$ cat src/rtl/gpio_pd_pkg.sv
package gpio_pd_pkg;

    typedef enum logic [1:0] {
        SZ_BYTE = 2'd0,
        SZ_HALF = 2'd1,
        SZ_WORD = 2'd2,
        SZ_RSVD = 2'd3
    } acc_size_e;

    typedef struct packed {
        logic      rd;
        logic      wr;
        logic      hit;
        acc_size_e size;
    } dec_info_t;

endpackage

$ cat src/rtl/gpio_pd_decode.sv
module gpio_pd_decode
    import gpio_pd_pkg::*;
#(
    parameter int                ADDR_W    = 28,
    parameter int                NBYTES    = 2,
    parameter logic [ADDR_W-1:0] BASE_ADDR = 28'h5FFFFC0,
    parameter logic [ADDR_W-1:0] DEC_MASK  = 28'hF0001FF,
    localparam int               OFF_W     = (NBYTES > 1) ? $clog2(NBYTES) : 1
) (
    input  logic              req,
    input  logic              we,
    input  logic [1:0]        size,
    input  logic [ADDR_W-1:0] addr,
    output dec_info_t         info,
    output logic [NBYTES-1:0] byte_en,
    output logic [OFF_W-1:0]  byte_idx
);

    localparam logic [ADDR_W-1:0] OFF_MASK = ADDR_W'(NBYTES - 1);
    localparam logic [ADDR_W-1:0] REF_FULL = BASE_ADDR & DEC_MASK;
    localparam logic [ADDR_W-1:0] REF_LANE = REF_FULL & ~OFF_MASK;

    logic full_hit;
    logic lane_hit;
    logic hit;

    always_comb begin
        full_hit = (addr & DEC_MASK) == REF_FULL;
        lane_hit = (addr & DEC_MASK & ~OFF_MASK) == REF_LANE;
        byte_idx = addr[OFF_W-1:0];
        byte_en  = '0;
        hit      = 1'b0;
        case (acc_size_e'(size))
            SZ_BYTE: begin
                hit = lane_hit;
                for (int b = 0; b < NBYTES; b++) begin
                    byte_en[b] = (int'(byte_idx) == NBYTES - 1 - b);
                end
            end
            SZ_HALF, SZ_WORD: begin
                hit     = full_hit;
                byte_en = '1;
            end
            default: begin
                hit     = 1'b0;
                byte_en = '0;
            end
        endcase
        info.rd   = req & ~we;
        info.wr   = req & we & hit;
        info.hit  = hit;
        info.size = acc_size_e'(size);
    end

endmodule

$ cat src/rtl/gpio_pd_sync.sv
module gpio_pd_sync #(
    parameter int W      = 16,
    parameter int STAGES = 2
) (
    input  logic         clk,
    input  logic         por_n,
    input  logic         mrst_n,
    input  logic         hold,
    input  logic [W-1:0] pin_in,
    output logic [W-1:0] pin_sync
);

    typedef struct packed {
        logic [STAGES-1:0][W-1:0] chain;
    } sync_t;

    sync_t st_d;
    sync_t st_q;

    always_comb begin
        st_d = st_q;
        if (!mrst_n) begin
            st_d.chain = '0;
        end else if (!hold) begin
            st_d.chain[0] = pin_in;
            for (int s = 1; s < STAGES; s++) begin
                st_d.chain[s] = st_q.chain[s-1];
            end
        end
    end

    always_ff @(posedge clk or negedge por_n) begin
        if (!por_n) begin
            st_q <= '0;
        end else begin
            st_q <= st_d;
        end
    end

    assign pin_sync = st_q.chain[STAGES-1];

endmodule

$ cat src/rtl/gpio_pd_store.sv
module gpio_pd_store
    import gpio_pd_pkg::*;
#(
    parameter int  PORT_W = 16,
    parameter int  BUS_W  = 32,
    localparam int NBYTES = PORT_W / 8
) (
    input  logic              clk,
    input  logic              por_n,
    input  logic              wr,
    input  acc_size_e         size,
    input  logic [NBYTES-1:0] byte_en,
    input  logic [BUS_W-1:0]  wdata,
    input  logic [PORT_W-1:0] pin_dir,
    input  logic [PORT_W-1:0] pin_alt,
    output logic [PORT_W-1:0] data_q,
    output logic [PORT_W-1:0] pin_out,
    output logic [PORT_W-1:0] pin_oe
);

    typedef struct packed {
        logic [PORT_W-1:0] data;
    } store_t;

    store_t            st_d;
    store_t            st_q;
    logic [PORT_W-1:0] lane_data;
    logic [PORT_W-1:0] lane_next;

    always_comb begin
        case (size)
            SZ_BYTE: lane_data = {NBYTES{wdata[7:0]}};
            SZ_HALF: lane_data = wdata[PORT_W-1:0];
            SZ_WORD: lane_data = wdata[BUS_W-1 -: PORT_W];
            default: lane_data = '0;
        endcase
    end

    for (genvar b = 0; b < NBYTES; b++) begin : g_lane
        assign lane_next[b*8 +: 8] = (wr && byte_en[b]) ? lane_data[b*8 +: 8]
                                                       : st_q.data[b*8 +: 8];
    end

    always_comb begin
        st_d      = st_q;
        st_d.data = lane_next;
    end

    always_ff @(posedge clk or negedge por_n) begin
        if (!por_n) begin
            st_q <= '0;
        end else begin
            st_q <= st_d;
        end
    end

    assign data_q  = st_q.data;
    assign pin_oe  = pin_dir & ~pin_alt;
    assign pin_out = st_q.data & pin_oe;

endmodule

$ cat src/rtl/gpio_pd_rdpath.sv
module gpio_pd_rdpath
    import gpio_pd_pkg::*;
#(
    parameter int  PORT_W = 16,
    parameter int  BUS_W  = 32,
    localparam int NBYTES = PORT_W / 8,
    localparam int OFF_W  = (NBYTES > 1) ? $clog2(NBYTES) : 1
) (
    input  logic              clk,
    input  logic              por_n,
    input  logic              mrst_n,
    input  logic              rd,
    input  logic              hit,
    input  acc_size_e         size,
    input  logic [OFF_W-1:0]  byte_idx,
    input  logic [PORT_W-1:0] data_q,
    input  logic [PORT_W-1:0] pin_sync,
    input  logic [PORT_W-1:0] pin_dir,
    output logic              rvalid,
    output logic [BUS_W-1:0]  rdata
);

    typedef struct packed {
        logic             rvalid;
        logic [BUS_W-1:0] rdata;
    } resp_t;

    resp_t             rs_d;
    resp_t             rs_q;
    logic [PORT_W-1:0] view;
    logic [7:0]        byte_sel;
    logic [BUS_W-1:0]  fmt;

    always_comb begin
        view     = (pin_dir & data_q) | (~pin_dir & pin_sync);
        byte_sel = '0;
        for (int b = 0; b < NBYTES; b++) begin
            if (int'(byte_idx) == NBYTES - 1 - b) begin
                byte_sel = view[b*8 +: 8];
            end
        end
        case (size)
            SZ_BYTE: fmt = BUS_W'(byte_sel);
            SZ_HALF: fmt = BUS_W'(view);
            SZ_WORD: fmt = {view, {(BUS_W-PORT_W){1'b0}}};
            default: fmt = '0;
        endcase
    end

    always_comb begin
        rs_d        = rs_q;
        rs_d.rvalid = rd & mrst_n;
        rs_d.rdata  = (rd && hit && mrst_n) ? fmt : '0;
    end

    always_ff @(posedge clk or negedge por_n) begin
        if (!por_n) begin
            rs_q <= '0;
        end else begin
            rs_q <= rs_d;
        end
    end

    assign rvalid = rs_q.rvalid;
    assign rdata  = rs_q.rdata;

endmodule

$ cat src/rtl/gpio_port_data.sv
module gpio_port_data
    import gpio_pd_pkg::*;
#(
    parameter int                ADDR_W      = 28,
    parameter int                BUS_W       = 32,
    parameter int                PORT_W      = 16,
    parameter int                SYNC_STAGES = 2,
    parameter logic [ADDR_W-1:0] BASE_ADDR   = 28'h5FFFFC0,
    parameter logic [ADDR_W-1:0] DEC_MASK    = 28'hF0001FF
) (
    input  logic              clk,
    input  logic              por_n,
    input  logic              mrst_n,
    input  logic              standby,
    input  logic              sleep,
    input  logic              bus_req,
    input  logic              bus_we,
    input  logic [1:0]        bus_size,
    input  logic [ADDR_W-1:0] bus_addr,
    input  logic [BUS_W-1:0]  bus_wdata,
    output logic [BUS_W-1:0]  bus_rdata,
    output logic              bus_rvalid,
    input  logic [PORT_W-1:0] pin_dir,
    input  logic [PORT_W-1:0] pin_alt,
    input  logic [PORT_W-1:0] pin_in,
    output logic [PORT_W-1:0] pin_out,
    output logic [PORT_W-1:0] pin_oe
);

    localparam int NBYTES = PORT_W / 8;
    localparam int OFF_W  = (NBYTES > 1) ? $clog2(NBYTES) : 1;

    dec_info_t         info;
    logic [NBYTES-1:0] byte_en;
    logic [OFF_W-1:0]  byte_idx;
    logic [PORT_W-1:0] port_data;
    logic [PORT_W-1:0] pin_sync;
    logic              lp_hold;

    assign lp_hold = standby | sleep;

    gpio_pd_decode #(
        .ADDR_W   (ADDR_W),
        .NBYTES   (NBYTES),
        .BASE_ADDR(BASE_ADDR),
        .DEC_MASK (DEC_MASK)
    ) i_decode (
        .req     (bus_req),
        .we      (bus_we),
        .size    (bus_size),
        .addr    (bus_addr),
        .info    (info),
        .byte_en (byte_en),
        .byte_idx(byte_idx)
    );

    gpio_pd_sync #(
        .W     (PORT_W),
        .STAGES(SYNC_STAGES)
    ) i_sync (
        .clk     (clk),
        .por_n   (por_n),
        .mrst_n  (mrst_n),
        .hold    (lp_hold),
        .pin_in  (pin_in),
        .pin_sync(pin_sync)
    );

    gpio_pd_store #(
        .PORT_W(PORT_W),
        .BUS_W (BUS_W)
    ) i_store (
        .clk    (clk),
        .por_n  (por_n),
        .wr     (info.wr),
        .size   (info.size),
        .byte_en(byte_en),
        .wdata  (bus_wdata),
        .pin_dir(pin_dir),
        .pin_alt(pin_alt),
        .data_q (port_data),
        .pin_out(pin_out),
        .pin_oe (pin_oe)
    );

    gpio_pd_rdpath #(
        .PORT_W(PORT_W),
        .BUS_W (BUS_W)
    ) i_rdpath (
        .clk     (clk),
        .por_n   (por_n),
        .mrst_n  (mrst_n),
        .rd      (info.rd),
        .hit     (info.hit),
        .size    (info.size),
        .byte_idx(byte_idx),
        .data_q  (port_data),
        .pin_sync(pin_sync),
        .pin_dir (pin_dir),
        .rvalid  (bus_rvalid),
        .rdata   (bus_rdata)
    );

endmodule

$ cat config.mk
export PLATFORM = sky130hd
export DESIGN_NAME = gpio_port_data
export DESIGN_NICKNAME = d
export VERILOG_FILES = /design/src/rtl/gpio_pd_pkg.sv /design/src/rtl/gpio_pd_decode.sv /design/src/rtl/gpio_pd_sync.sv /design/src/rtl/gpio_pd_store.sv /design/src/rtl/gpio_pd_rdpath.sv /design/src/rtl/gpio_port_data.sv
export SDC_FILE = /design/constraint.sdc
export NUM_CORES = 1
export LEC_CHECK = 0
export ABC_AREA = 1
export BUFFER_PORTS_ARGS = -buffer_cell sky130_fd_sc_hd__buf_2
export CAP_MARGIN = 40
export CORE_MARGIN = 2
export CORE_UTILIZATION = 43
export CTS_CLUSTER_SIZE = 16
export DETAILED_ROUTE_END_ITERATION = 10
export GPL_ROUTABILITY_DRIVEN = 0
export PLACE_DENSITY_LB_ADDON = 0.3
export SLEW_MARGIN = 5
export SYNTH_ARGS = -nofsm -noshare
export SYNTH_HDL_FRONTEND = slang
export SYNTH_SLANG_ARGS = --single-unit
$ cat constraint.sdc
create_clock -name clk -period 0.9 [get_ports clk]
set_clock_uncertainty 0.05 [all_clocks]
set_input_delay 0.135 -clock clk [delete_from_list [all_inputs] [get_ports clk]]
set_output_delay 0.135 -clock clk [all_outputs]
set_load 0.01 [all_outputs]
# Yosys cells after proc, flatten, opt, wreduce, memory -nomap -nowiden
# Index checks and enable logic that the tools add are counted.
# word_totals
output_inout_bits	65
elab_cells	39
inputBits	117
regBits	81
# classes
mux	8
n_reduce_logical	6
n_eq_ne	5
bitwise_logic	14
# op_table
cell	count
32-bit two-way mux	3
32-bit one-hot mux with 3 select lines	1
16-bit bitwise AND	4
16-bit one-hot mux with 3 select lines	1
16-bit inverter	2
16-bit OR	1
13-bit by 12-bit equality test with 1-bit output, second input constant	1
12-bit by 11-bit equality test with 1-bit output, second input constant	1
8-bit two-way mux	1
1-bit bitwise AND	4
1-bit logical AND	4
2-bit one-hot mux with 2 select lines	1
2-bit by 1-bit equality test with 1-bit output, second input constant	1
2-bit equality test, second input constant	1
2-bit zero test	1
2-bit != test, second input constant	1
1-bit inverter	2
1-bit one-hot mux with 2 select lines	1
2-bit OR reduction	1
1-bit OR	1

# Longest topological paths before layout
# logic_depth
depth_word	6
ltp_mapped	10

# Modules after synthesis
# From an unflattened synthesis, not the netlist that was laid out.
# hier_totals
hier_cells	531
hier_area_um2	4326.6
# by_module_without_submodules
module	area_each_um2	instances	seq_area_each_um2	cells_per_inst
gpio_pd_sync	1571.5	1	800.8	159
gpio_pd_rdpath	1441.4	1	825.8	173
gpio_pd_store	1134.8	1	400.4	163
gpio_pd_decode	167.7	1	0.0	33
gpio_port_data	11.3	1	0.0	3

# Worst setup path after synthesis
# Ideal clock, no wire load.
# synth_path
path_type	input-to-reg
from	input bus_size[0]
to	register i_store.st_q (netlist bit i_store.data_q[0])
stages	9
slack_ps	-383
arrival_ps	1166
cell_sequence	inv_1 -> ha_1 -> nand2_1 -> nand2_1 -> nand3_2 -> nor2_4 -> buf_2 -> nand4_1 -> nand2_1
# synth_between
elab_chain_len	5
# synth_lines
item	line	rtl
start: declaration	gpio_port_data.sv:18	input logic [1:0] bus_size,
2-bit by 1-bit equality test with 1-bit output / 2-bit equality test (equally long branches)	gpio_pd_decode.sv:33, gpio_pd_store.sv:31	
2-bit OR reduction	gpio_pd_decode.sv:33	case (acc_size_e'(size))
1-bit one-hot mux with 2 select lines	gpio_pd_decode.sv:33	
1-bit bitwise AND	gpio_pd_decode.sv:50	info.wr = req & we & hit;
1-bit logical AND	gpio_pd_store.sv:40	assign lane_next[b*8 +: 8] = (wr && byte_en[b]) ? lane_data[b*8 +: 8]
end signal: assignment	gpio_pd_store.sv:53	st_q <= st_d;
end: declaration	gpio_pd_store.sv:26	store_t st_q;
# Several ways; a longest one is shown, not always the timed one.
# A chain may end at the register's enable or synchronous reset.

# Worst setup path after layout
# layout_path
from	register i_store.st_q (netlist bit i_store.data_q[14])
to	output pin_out[14]
# layout_between
elab_chain_len	1
# layout_lines
item	line	rtl
16-bit bitwise AND	gpio_pd_store.sv:59	assign pin_out = st_q.data & pin_oe;
end: declaration	gpio_port_data.sv:26	output logic [PORT_W-1:0] pin_out,
# No other way between the ends.

==> results.sh <==
export IMPL_outcome="finished, violations left"
export IMPL_violations="setup timing"
export IMPL_layout_cells_most_common_list="161 x sky130_fd_sc_hd__buf_2, 111 x sky130_fd_sc_hd__nand2_1, 81 x sky130_fd_sc_hd__dfrtp_1"
export IMPL_net_switching_power_uw=2120
export IMPL_routed_via_density=5.02
export IMPL_globalRouteTotalUtil=0.250
export IMPL_power_uw=7840
export IMPL_cts_reportedPaths_clkPinSlew_ps=90
export IMPL_finish_instance_area_mm2=0.00658
export IMPL_ctsHtreeMaxLevel=3
export IMPL_netlist_area_mm2=0.00403
export IMPL_wirelength_um=12800
export IMPL_hold_worst_slack_ps=45.1
export IMPL_worst_slew_margin_rel=0.587
export IMPL_initial_core_util=0.440
export IMPL_clock_tree_buffer_depth=2
export IMPL_insertion_delay_to_the_later_sink_of_the_worst_skew_pair_ps=360
export IMPL_die_width_um=101
export IMPL_wl_per_cell_um=14.4
export IMPL_clock_sink_count=81
export IMPL_numPlacedInstances=837
export IMPL_hpwlAfterDp_um=8730
export IMPL_tritoncts="yes"
export IMPL_r2r_end="i_rdpath.rdata[4]"
export IMPL_p_seq_frac=0.475
export IMPL_cpMaxStageDelayCell="sky130_fd_sc_hd__dfrtp_1"
export IMPL_worst_r2r_setup_slack_ps=-240
export IMPL_drt_pass_1_iters=5
export IMPL_internal_power_uw=5720
export IMPL_powerDensity_mw_per_mm2=1190
export IMPL_total_leakage_power_uw=0.00349
export IMPL_floorplan_io_pins=182
export IMPL_final_seq_area_mm2=0.00203
export IMPL_post_synthesis_net_count=645
export IMPL_rr_worst_depth=4
export IMPL_synthToLayoutAreaGrowth_pct=63.4
export IMPL_dpl_cell_area_mm2=0.00549
export IMPL_drc=0
export IMPL_drv_max_cap_violation_count=0
export IMPL_cts_inserted_buffers=9
export IMPL_worst_slew_pin_slew_ps=620
export IMPL_critPathMaxFanout=2
export IMPL_final_min_clock_period_ps=1390
export IMPL_netlist_top_cells_area="sky130_fd_sc_hd__dfrtp_1 50%, sky130_fd_sc_hd__nand2_1 12%, sky130_fd_sc_hd__inv_1 7.6%, sky130_fd_sc_hd__nand3_1 5.8%, sky130_fd_sc_hd__o21ai_0 5.7%"
export IMPL_critical_path_endpoint_type="output port"
export IMPL_ys_warnings_count=0
export IMPL_placement_io_buffers=166
export IMPL_area_of_the_multi_input_gates_mm2=0.00206
export IMPL_max_stage_delay_ps=380
export IMPL_final_fill_count=661
export IMPL_rows=35
export IMPL_setup_worst_path_class="flop to output port"
export IMPL_clockRootBuffer="sky130_fd_sc_hd__clkbuf_8"
export IMPL_die_area_mm2=0.0102
export IMPL_synthCells=524
export IMPL_grt_ovfl_total=0
export IMPL_postLayoutSetupSlackWorst_ps=-491
export IMPL_timing_hold_violations_final=0
export IMPL_worstPathArrival_ps=1210
export IMPL_detailedPlace_worstSlack_ps=-800
export IMPL_core_mm2=0.00915
export IMPL_min_period_over_period=1.55
export IMPL_synth_distinct_cells=26
export IMPL_vias=4465
export IMPL_grt_start_max_net_pins=49
export IMPL_rsz_0062_raised_after_global_routing="yes"
export IMPL_comb_power_share=0.173
export IMPL_max_rail_drop_vdd_mv=1.05
export IMPL_most_common_cell_after_layout_fill_and_taps_aside="sky130_fd_sc_hd__buf_2"
export IMPL_nets=895
export IMPL_vias_in_the_first_global_route=4249
export IMPL_rr_startpoint="i_sync.pin_sync[4]"
export IMPL_setup_violations_final=97
export IMPL_synth_seq_cells=81
export IMPL_cp_start_kind="flop"
export IMPL_cell_by_cell_trace_of_the_critical_path="inv_2 -> buf_6 -> nor3_4 -> buf_2"
export IMPL_post_route_cells_drive_above_1_share=0.481
export IMPL_layoutNonFillerInstCount=890
export IMPL_clock_power_share=0.352
export IMPL_die_y_um=101
export IMPL_syn_avg_cell_area_um2=7.68
export IMPL_worst_endpoint_required_ps=710
export IMPL_synth_top_area_cell="sky130_fd_sc_hd__dfrtp_1"
export IMPL_maxClockFrequency_mhz=719
export IMPL_antenna_left=0
export IMPL_antenna_cells=0
export IMPL_final_max_tran_viols=0
export IMPL_wire_length_of_the_first_global_routing_pass_um=19600
export IMPL_area_share_of_the_largest_cell_type_after_synthesis=0.504
export IMPL_grt_antenna_before_repair=0
export IMPL_swShare=0.270
export IMPL_seq_area_frac_synth=0.504
export IMPL_detail_route_iter0_violations=212
export IMPL_worstHoldPathType="input pin to asynchronous set/reset pin"
==> Yosys cell counts <==
| master | instances |
|---|---|
| sky130_fd_sc_hd__nand2_1 | 129 |
| sky130_fd_sc_hd__dfrtp_1 | 81 |
| sky130_fd_sc_hd__or2_2 | 1 |
| sky130_fd_sc_hd__nor2_2 | 1 |
| sky130_fd_sc_hd__nand3_1 | 47 |
| sky130_fd_sc_hd__o22ai_1 | 5 |
| sky130_fd_sc_hd__nor2_4 | 1 |
| sky130_fd_sc_hd__o21ai_0 | 46 |
| sky130_fd_sc_hd__inv_2 | 1 |
| sky130_fd_sc_hd__buf_6 | 1 |
| sky130_fd_sc_hd__inv_1 | 81 |
| sky130_fd_sc_hd__buf_2 | 12 |
| sky130_fd_sc_hd__o21ai_2 | 1 |
| sky130_fd_sc_hd__a21oi_1 | 5 |
| sky130_fd_sc_hd__nand4_1 | 20 |
| sky130_fd_sc_hd__o21a_1 | 3 |
| sky130_fd_sc_hd__ha_1 | 4 |
| sky130_fd_sc_hd__buf_1 | 2 |
| sky130_fd_sc_hd__clkinv_1 | 2 |
| sky130_fd_sc_hd__nor3_1 | 19 |
| sky130_fd_sc_hd__clkbuf_1 | 6 |
| sky130_fd_sc_hd__nand2_2 | 2 |
| sky130_fd_sc_hd__nor3_2 | 1 |
| sky130_fd_sc_hd__nor2_1 | 48 |
| sky130_fd_sc_hd__nand3_2 | 4 |
| sky130_fd_sc_hd__buf_4 | 1 |
==> flip-flops by register name, summed over array words and instances, names as in the netlist <==
register	flops
i_rdpath.rdata	32
i_rdpath.rvalid	1
i_store.data_q	16
i_sync.pin_sync	16
i_sync.st_q	16
==> worst max-delay path: cells and delay by family (launching register included) <==
kind,cells,cell delay [ps]
simple gates,1,150
buf+inv,3,320
flops,1,380
==> power by group through the flow <==
stage / combinational, µW / sequential [µW] / clock (µW)
after global placement: 1100 / 3790 / 0
after floorplan: 473 / 3780 / 0
after detailed placement: 1130 / 3790 / 0
after CTS: 1240 / 3720 / 2790
after global routing: 1480 / 3730 / 2970
final: 1360 / 3720 / 2760
==> worst max-delay path by stage <==
stage          cells after the start               start  slack [ps]            endpoint
2_1_floorplan                      9         bus_size[0]        -360  i_rdpath.rdata[26]
3_3_place_gp                      10         bus_size[0]        -680  i_rdpath.rdata[26]
3_5_place_dp                      10         bus_size[0]        -800  i_rdpath.rdata[19]
4_1_cts                            4  i_store.data_q[15]        -500         pin_out[15]
5_1_grt                            4  i_store.data_q[15]        -550         pin_out[15]
6_report                           4  i_store.data_q[14]        -490         pin_out[14]
==> stage by stage <==
step                       util  TNS [ps]
after global routing      0.719    -24410
after CTS                 0.683    -23030
after detailed placement  0.600    -39130
after floorplan               -    -14600
final                     0.719    -19920
after global placement    0.600    -34230
==> routing by layer <==
| metal | wire, µm | GRT usage | vias up |
|---|---|---|---|
| met3 | 708 | 0.0548 | 27 |
| met2 | 6700 | 0.453 | 164 |
| met5 | 0 | 0 | - |
| met4 | 352 | 0.0685 | 0 |
| li1 | - | - | 2169 |
| met1 | 5070 | 0.298 | 2105 |
==> cell families after synthesis <==
logic type,share of synthesized area
AND/OR/NAND/NOR,0.300
buffers and inverters,0.105
flip-flops,0.504
AO/OA/AOI/OAI,0.0790
adder cells (fa/ha/maj),0.0124
==> area by class of cell <==
type,count,share of cell area
clock buffer,12,0.0236
clock inverter,4,0.00780
inverter,84,0.0506
multi-input combinational,339,0.313
sequential,81,0.308
tap,111,0.0211
timing repair buffer,259,0.276
==> what timing repair did <==
| action | CTS | global route |
|---|---|---|
| buffers inserted | 10 | 8 |
| gates resized for setup | 76 | 86 |
| endpoints found under the setup margin | 97 | 97 |
| hold buffers | 17 | 0 |
| gates cloned | 3 | 0 |
| pin swaps | 17 | 18 |
| hold endpoints to repair | 97 | 0 |
Power figures use the tool's default switching activity.
